[config.mk]
export PLATFORM = sky130hd
export DESIGN_NAME = rom_window_decoder
export DESIGN_NICKNAME = d
export VERILOG_FILES = /design/src/rtl/rwd_pkg.sv /design/src/rtl/rwd_cfg_regs.sv /design/src/rtl/rwd_window_match.sv /design/src/rtl/rom_window_decoder.sv
export SDC_FILE = /design/constraint.sdc
export NUM_CORES = 1
export LEC_CHECK = 0
export BUFFER_PORTS_ARGS = -buffer_cell sky130_fd_sc_hd__buf_2
export CAP_MARGIN = 40
export CELL_PAD_IN_SITES_DETAIL_PLACEMENT = 2
export CELL_PAD_IN_SITES_GLOBAL_PLACEMENT = 2
export CORE_MARGIN = 10
export CORE_UTILIZATION = 18
export DETAILED_ROUTE_END_ITERATION = 8
export PLACE_DENSITY = 0.83
export SETUP_SLACK_MARGIN = 0.4
export SLEW_MARGIN = 20
export SYNTH_ARGS = -nofsm -noshare
export SYNTH_HDL_FRONTEND = slang
export SYNTH_SLANG_ARGS = --single-unit
[constraint.sdc]
create_clock -name clk -period 1.2 [get_ports clk]
set_input_delay 0.24 -clock clk [delete_from_list [all_inputs] [get_ports clk]]
set_output_delay 0.24 -clock clk [all_outputs]
set_load 0.005 [all_outputs]
[src/rtl/rwd_pkg.sv]
package rwd_pkg;

  typedef logic [3:0] bus_cmd_t;

  // Memory command codes that can reach the ROM window
  localparam bus_cmd_t CMD_MEM_RD      = 4'h6;
  localparam bus_cmd_t CMD_MEM_WR      = 4'h7;
  localparam bus_cmd_t CMD_MEM_RD_MULT = 4'hC;
  localparam bus_cmd_t CMD_MEM_RD_LINE = 4'hE;
  localparam bus_cmd_t CMD_MEM_WR_INV  = 4'hF;

  // Dword indices of the header fields served here
  localparam logic [5:0] IDX_ROM_BAR  = 6'h0C;
  localparam logic [5:0] IDX_CAP_PTR  = 6'h0D;
  localparam logic [5:0] IDX_INT_LINE = 6'h0F;

  function automatic logic is_mem_cmd(input bus_cmd_t c);
    case (c)
      CMD_MEM_RD, CMD_MEM_WR, CMD_MEM_RD_MULT,
      CMD_MEM_RD_LINE, CMD_MEM_WR_INV: is_mem_cmd = 1'b1;
      default:                         is_mem_cmd = 1'b0;
    endcase
  endfunction

endpackage

[src/rtl/rwd_cfg_regs.sv]
module rwd_cfg_regs
  import rwd_pkg::*;
#(
  parameter int          ADDR_W   = 32,
  parameter int          WIN_LOG2 = 20,
  parameter logic [7:0]  CAP_VAL  = 8'h40
) (
  input  logic                       clk,
  input  logic                       hrst_n,
  input  logic                       soft_rst,
  input  logic                       stop_req,
  input  logic                       cfg_wr,
  input  logic                       cfg_rd,
  input  logic [5:0]                 cfg_idx,
  input  logic [3:0]                 cfg_be,
  input  logic [31:0]                cfg_wdata,
  output logic [31:0]                cfg_rdata,
  output logic [ADDR_W-WIN_LOG2-1:0] rom_base,
  output logic                       rom_en
);

  localparam int BASE_W = ADDR_W - WIN_LOG2;

  logic [BASE_W-1:0] base_q;
  logic              en_q;
  logic [7:0]        intl_q;
  logic [BASE_W-1:0] base_bmask;

  // Expand byte enables to a per-bit mask over the base field
  always_comb begin
    for (int b = 0; b < BASE_W; b++) begin
      base_bmask[b] = cfg_be[(b + WIN_LOG2) / 8];
    end
  end

  always_ff @(posedge clk or negedge hrst_n) begin
    if (!hrst_n) begin
      base_q <= '0;
      en_q   <= 1'b0;
      intl_q <= 8'h00;
    end else if (cfg_wr) begin
      case (cfg_idx)
        IDX_ROM_BAR: begin
          base_q <= (base_q & ~base_bmask) |
                    (cfg_wdata[ADDR_W-1:WIN_LOG2] & base_bmask);
          if (cfg_be[0]) en_q <= cfg_wdata[0];
        end
        IDX_INT_LINE: begin
          if (cfg_be[0]) intl_q <= cfg_wdata[7:0];
        end
        default: ;
      endcase
    end
  end

  always_comb begin
    cfg_rdata = '0;
    if (cfg_rd) begin
      case (cfg_idx)
        IDX_ROM_BAR:  cfg_rdata = {base_q, {(WIN_LOG2-1){1'b0}}, en_q};
        IDX_CAP_PTR:  cfg_rdata = {24'h0, CAP_VAL};
        IDX_INT_LINE: cfg_rdata = {24'h0, intl_q};
        default:      cfg_rdata = '0;
      endcase
    end
  end

  assign rom_base = base_q;
  assign rom_en   = en_q;

  // Inputs or bits that no register consumes
  logic unused_cfg_bits;
  assign unused_cfg_bits = ^{cfg_wdata, cfg_be, soft_rst, stop_req};

  // size bits read as zero whenever the ROM register is read
  p_size_zero_r2: assert property (@(posedge clk) disable iff (!hrst_n)
    (cfg_rd && cfg_idx == IDX_ROM_BAR) |-> (cfg_rdata[WIN_LOG2-1:1] == '0));

  // soft reset and stop alone leave the stored fields untouched
  p_soft_keep_r8: assert property (@(posedge clk) disable iff (!hrst_n)
    ((soft_rst || stop_req) && !cfg_wr) |=>
      ($stable(base_q) && $stable(en_q) && $stable(intl_q)));

  // capability pointer reads its constant
  p_cap_const_r9: assert property (@(posedge clk) disable iff (!hrst_n)
    (cfg_rd && cfg_idx == IDX_CAP_PTR) |-> (cfg_rdata == {24'h0, CAP_VAL}));

  // idle read port returns zero
  p_rd_idle_r11: assert property (@(posedge clk) disable iff (!hrst_n)
    !cfg_rd |-> (cfg_rdata == '0));

  // writes elsewhere change nothing
  p_wr_other_r11: assert property (@(posedge clk) disable iff (!hrst_n)
    (cfg_wr && cfg_idx != IDX_ROM_BAR && cfg_idx != IDX_INT_LINE) |=>
      ($stable(base_q) && $stable(en_q) && $stable(intl_q)));

endmodule

[src/rtl/rwd_window_match.sv]
module rwd_window_match
  import rwd_pkg::*;
#(
  parameter int ADDR_W   = 32,
  parameter int WIN_LOG2 = 20
) (
  input  logic                       clk,
  input  logic                       hrst_n,
  input  logic                       bus_valid,
  input  bus_cmd_t                   bus_cmd,
  input  logic [ADDR_W-1:2]          bus_addr_dw,
  input  logic [ADDR_W-WIN_LOG2-1:0] rom_base,
  input  logic                       rom_en,
  input  logic                       mem_space_en,
  output logic                       claim
);

  logic addr_hit;
  logic cmd_mem;
  logic enabled;
  logic claim_q;

  assign addr_hit = (bus_addr_dw[ADDR_W-1:WIN_LOG2] == rom_base);
  assign cmd_mem  = is_mem_cmd(bus_cmd);
  assign enabled  = rom_en && mem_space_en;

  always_ff @(posedge clk or negedge hrst_n) begin
    if (!hrst_n) claim_q <= 1'b0;
    else         claim_q <= bus_valid && cmd_mem && enabled && addr_hit;
  end

  assign claim = claim_q;

  // Offset bits inside the window do not take part in the decision
  logic unused_addr_lo;
  assign unused_addr_lo = ^bus_addr_dw[WIN_LOG2-1:2];

  // non-memory commands never claim
  p_nonmem_quiet_r4: assert property (@(posedge clk) disable iff (!hrst_n)
    (bus_valid && !is_mem_cmd(bus_cmd)) |=> !claim);

  // both enables are needed
  p_need_enables_r4: assert property (@(posedge clk) disable iff (!hrst_n)
    !(rom_en && mem_space_en) |=> !claim);

  // an enabled memory hit is claimed on the next clock
  p_hit_claims_r5: assert property (@(posedge clk) disable iff (!hrst_n)
    (bus_valid && is_mem_cmd(bus_cmd) && rom_en && mem_space_en &&
     bus_addr_dw[ADDR_W-1:WIN_LOG2] == rom_base) |=> claim);

  // a miss is never claimed
  p_miss_quiet_r5: assert property (@(posedge clk) disable iff (!hrst_n)
    (bus_addr_dw[ADDR_W-1:WIN_LOG2] != rom_base) |=> !claim);

endmodule

[src/rtl/rom_window_decoder.sv]
module rom_window_decoder
  import rwd_pkg::*;
#(
  parameter int         ADDR_W   = 32,
  parameter int         WIN_LOG2 = 20,
  parameter logic [7:0] CAP_VAL  = 8'h40
) (
  input  logic              clk,
  input  logic              hrst_n,
  input  logic              soft_rst,
  input  logic              stop_req,
  input  logic              mem_space_en,
  input  logic              cfg_wr,
  input  logic              cfg_rd,
  input  logic [5:0]        cfg_idx,
  input  logic [3:0]        cfg_be,
  input  logic [31:0]       cfg_wdata,
  output logic [31:0]       cfg_rdata,
  input  logic              bus_valid,
  input  logic [3:0]        bus_cmd,
  input  logic [ADDR_W-1:2] bus_addr_dw,
  output logic              claim
);

  localparam int BASE_W = ADDR_W - WIN_LOG2;

  logic [BASE_W-1:0] rom_base;
  logic              rom_en;

  rwd_cfg_regs #(
    .ADDR_W  (ADDR_W),
    .WIN_LOG2(WIN_LOG2),
    .CAP_VAL (CAP_VAL)
  ) u_cfg (
    .clk      (clk),
    .hrst_n   (hrst_n),
    .soft_rst (soft_rst),
    .stop_req (stop_req),
    .cfg_wr   (cfg_wr),
    .cfg_rd   (cfg_rd),
    .cfg_idx  (cfg_idx),
    .cfg_be   (cfg_be),
    .cfg_wdata(cfg_wdata),
    .cfg_rdata(cfg_rdata),
    .rom_base (rom_base),
    .rom_en   (rom_en)
  );

  rwd_window_match #(
    .ADDR_W  (ADDR_W),
    .WIN_LOG2(WIN_LOG2)
  ) u_match (
    .clk         (clk),
    .hrst_n      (hrst_n),
    .bus_valid   (bus_valid),
    .bus_cmd     (bus_cmd),
    .bus_addr_dw (bus_addr_dw),
    .rom_base    (rom_base),
    .rom_en      (rom_en),
    .mem_space_en(mem_space_en),
    .claim       (claim)
  );

  // a claim always follows a valid address phase
  p_claim_after_valid_r6: assert property (@(posedge clk) disable iff (!hrst_n)
    claim |-> $past(bus_valid));

endmodule

==> flow_summary.toml <==
[setup_path]
worstPathRequired_ps = 960
crit_family = "simple AND/OR/NAND/NOR gates"
crit_slowest_cell = "and4bb_4"
cp_max_fo = 12
cpPeakStageDelay_ps = 340
arrival_ps = 1200
crit_type = "in -> out"
cp.depth = 5
critPathBufInv = 2
cp-start-kind = "input port"
crit_path_cell_trace = "buf_6 > and4bb_4 > and3_4 > and2_1 > buf_2"
ff2ff_path_depth = 3
critPathCaptureType = "output port"

[logic_synthesis]
synth_cell_type_count = 26
syn-cell-area_um2 = 1310
yosys.area.top_type = "dfrtp_1"
synth_seq_cells = 22
ys_top_cells_by_area = "dfrtp_1, mux2_2, and2_1"
yosysWarningCount = 0
syn_avg_cell_area_um2 = 11.6
synth_cells = 113
synth_top_area_share_pct = 42.1
synth_seq_area_share_pct = 42.1

[timing]
slew_viol_final = 0
finClkSkew_ps = 0.566
worst_pin_slew_ps = 545
setup_tns_ps = -4320
max_slew_margin_pct = 63.7
min_period_ps = 1440
setup_viol_count_final = 31
rsz0062_at_grt = "yes"
hold_slack_ps = -47.9
hold_viol_final = 22
fmax_mhz = 695
finalCritPeriodShare_pct = 120
setup_ws_ps = -238

[drt]
vias_per_cell = 3.85
dr.pass1.iters = 2
ant_nets = 0
vias = 1141
drt_wl_total_mm = 4.87
drc_errors = 0
routedWlPerCell_um = 16.5
drt_iter0_drc = 6

[floorplanning]
die_width_um = 105
dieHeight_um = 105
fp-row-count = 31
num_io_pins = 117
core-area_um2 = 7180
start_util_pct = 18.2
dieArea_um2 = 11100

[grt]
grtUsageTotal_pct = 8.65
grt_max_degree = 23
antenna_found_initial = 0
grt_pass1_wl_mm = 7.75
grt_pass1_vias = 1375
overflow = 0

[power_and_ir_drop]
power.leakage_nw = 1.06
total_power_mw = 1.73
ir_drop_mv = 0.493
powerDensity_nw_per_um2 = 827

[cells_and_area]
fin_nets = 282
antenna_cells = 0
postLayoutCellArea_um2 = 2090
drive_above_1_share_pct = 65.5
area_delta_synth_final_pct = 59.5

[placement]
portBuffers = 71
gp_congestion = 0.692
post_dp_cell_area_um2 = 1840
dp.final_hpwl_mm = 4.09

[clocking]
cts_root_buffer = "clkbuf_8"
cts_buffers = 3
clockBufferDepth = 2
htreeDepth = 1
cts_sinks = 22
worstSkewPairLatency_ps = 260
clk_pin_slew_ps = 80
cts_tree = "done"

[min_path]
min_path_type = "in -> async"

[run]
cap_violations = 0

[status]
outcome = "finished with violations"
violations = "hold timing, setup timing"
==> placed cells by master (no fill, tap or decap), types with 3 or more instances in the layout <==
| master | n |
|---|---|
| xnor2_1 | 8 |
| buf_4 | 6 |
| clkbuf_8 | 4 |
| buf_2 | 64 |
| nand4_1 | 3 |
| mux2_2 | 10 |
| and2_1 | 12 |
| conb_1 | 12 |
| mux2_4 | 11 |
| xnor2_2 | 4 |
| and2_4 | 6 |
| dfrtp_1 | 22 |
| nand2_1 | 4 |
| buf_6 | 9 |
==> kinds of logic after synthesis <==
family | Yosys count | synth area share (%)
other | 1 | 0.287
XOR/XNOR | 12 | 8.03
AO/OA/AOI/OAI | 3 | 1.43
multiplexers | 21 | 18.1
flip-flops | 22 | 42.1
AND/OR/NAND/NOR | 39 | 22.3
buffers and inverters | 15 | 7.84
==> worst reg2reg max path, stage by stage (launching register included) <==
cell and delay, ps:
dfrtp_1 430, xnor2_2 130, nand4_1 120, nor4_1 280
==> cell type report <==
type | instances | area, µm²
tap | 99 | 124
clock buffer | 4 | 55.1
sequential | 22 | 551
inverter | 2 | 7.51
fill | 815 | 5090
timing repair buffer | 82 | 522
multi-input combinational | 87 | 828
==> where the power goes <==
| part | switching (mW) | internal [mW] | total, mW |
|---|---|---|---|
| combinational | 0.134 | 0.200 | 0.334 |
| sequential | 0.0486 | 0.799 | 0.847 |
| clock | 0.253 | 0.293 | 0.545 |
| total | 0.435 | 1.29 | 1.73 |
==> per-stage QoR <==
step	hold WS (ps)	util, %	setup slack [ps]	instances
6_report	-47.9	29.1	-238	296
3_3_place_gp	253	25.7	-267	289
2_1_floorplan	-55.6	-	-81.6	124
5_1_grt	-26.5	29.1	-286	296
3_5_place_dp	258	25.7	-277	289
4_1_cts	-45.7	28.5	-258	295
==> worst paths after layout <==
check / slack (ps) / end / start
min reg2reg: 520 / u_cfg.intl_q[6]$_DFFE_PN0P_ / u_cfg.intl_q[6]$_DFFE_PN0P_
min: -50 / async pin / hrst_n
max: -240 / cfg_rdata[24] / cfg_idx[5]
min in group clk: 200 / flip-flop / cfg_wdata[20]
max reg2reg: 140 / u_match.claim$_DFF_PN0_ / flip-flop
max in group asynchronous: 880 / u_cfg.intl_q[2]$_DFFE_PN0P_ / hrst_n
==> routing by layer <==
| metal | track usage, % | part of all wire [%] |
|---|---|---|
| met3 | 4.38 | 9.1 |
| met4 | 0.294 | 0 |
| met2 | 15.2 | 51 |
| met5 | 0 | 0 |
| met1 | 9.63 | 40 |
==> cell usage after synthesis (all sizes together) <==
library cell and n:
o2111ai 1, nor2 2, a21oi 1, xnor2 12
conb 1, nand3 1, nand4 5, and2 18
nor2b 1, dfrtp 22, and3 1, clkbuf 1
and4 1, o21ai 1, nor4 1, buf 12
nor3 2, and4bb 1, nand2 5, mux2 21
nand4bb 1, inv 2
==> what timing repair did <==
item	4_1_cts	5_1_grt
setup buffers	2	1
resized for setup	29	7
gates cloned	0	0
endpoints found under the setup margin	43	43
pin swaps	12	5
endpoints found under the hold margin	22	22
Power figures use the tool's default switching activity.
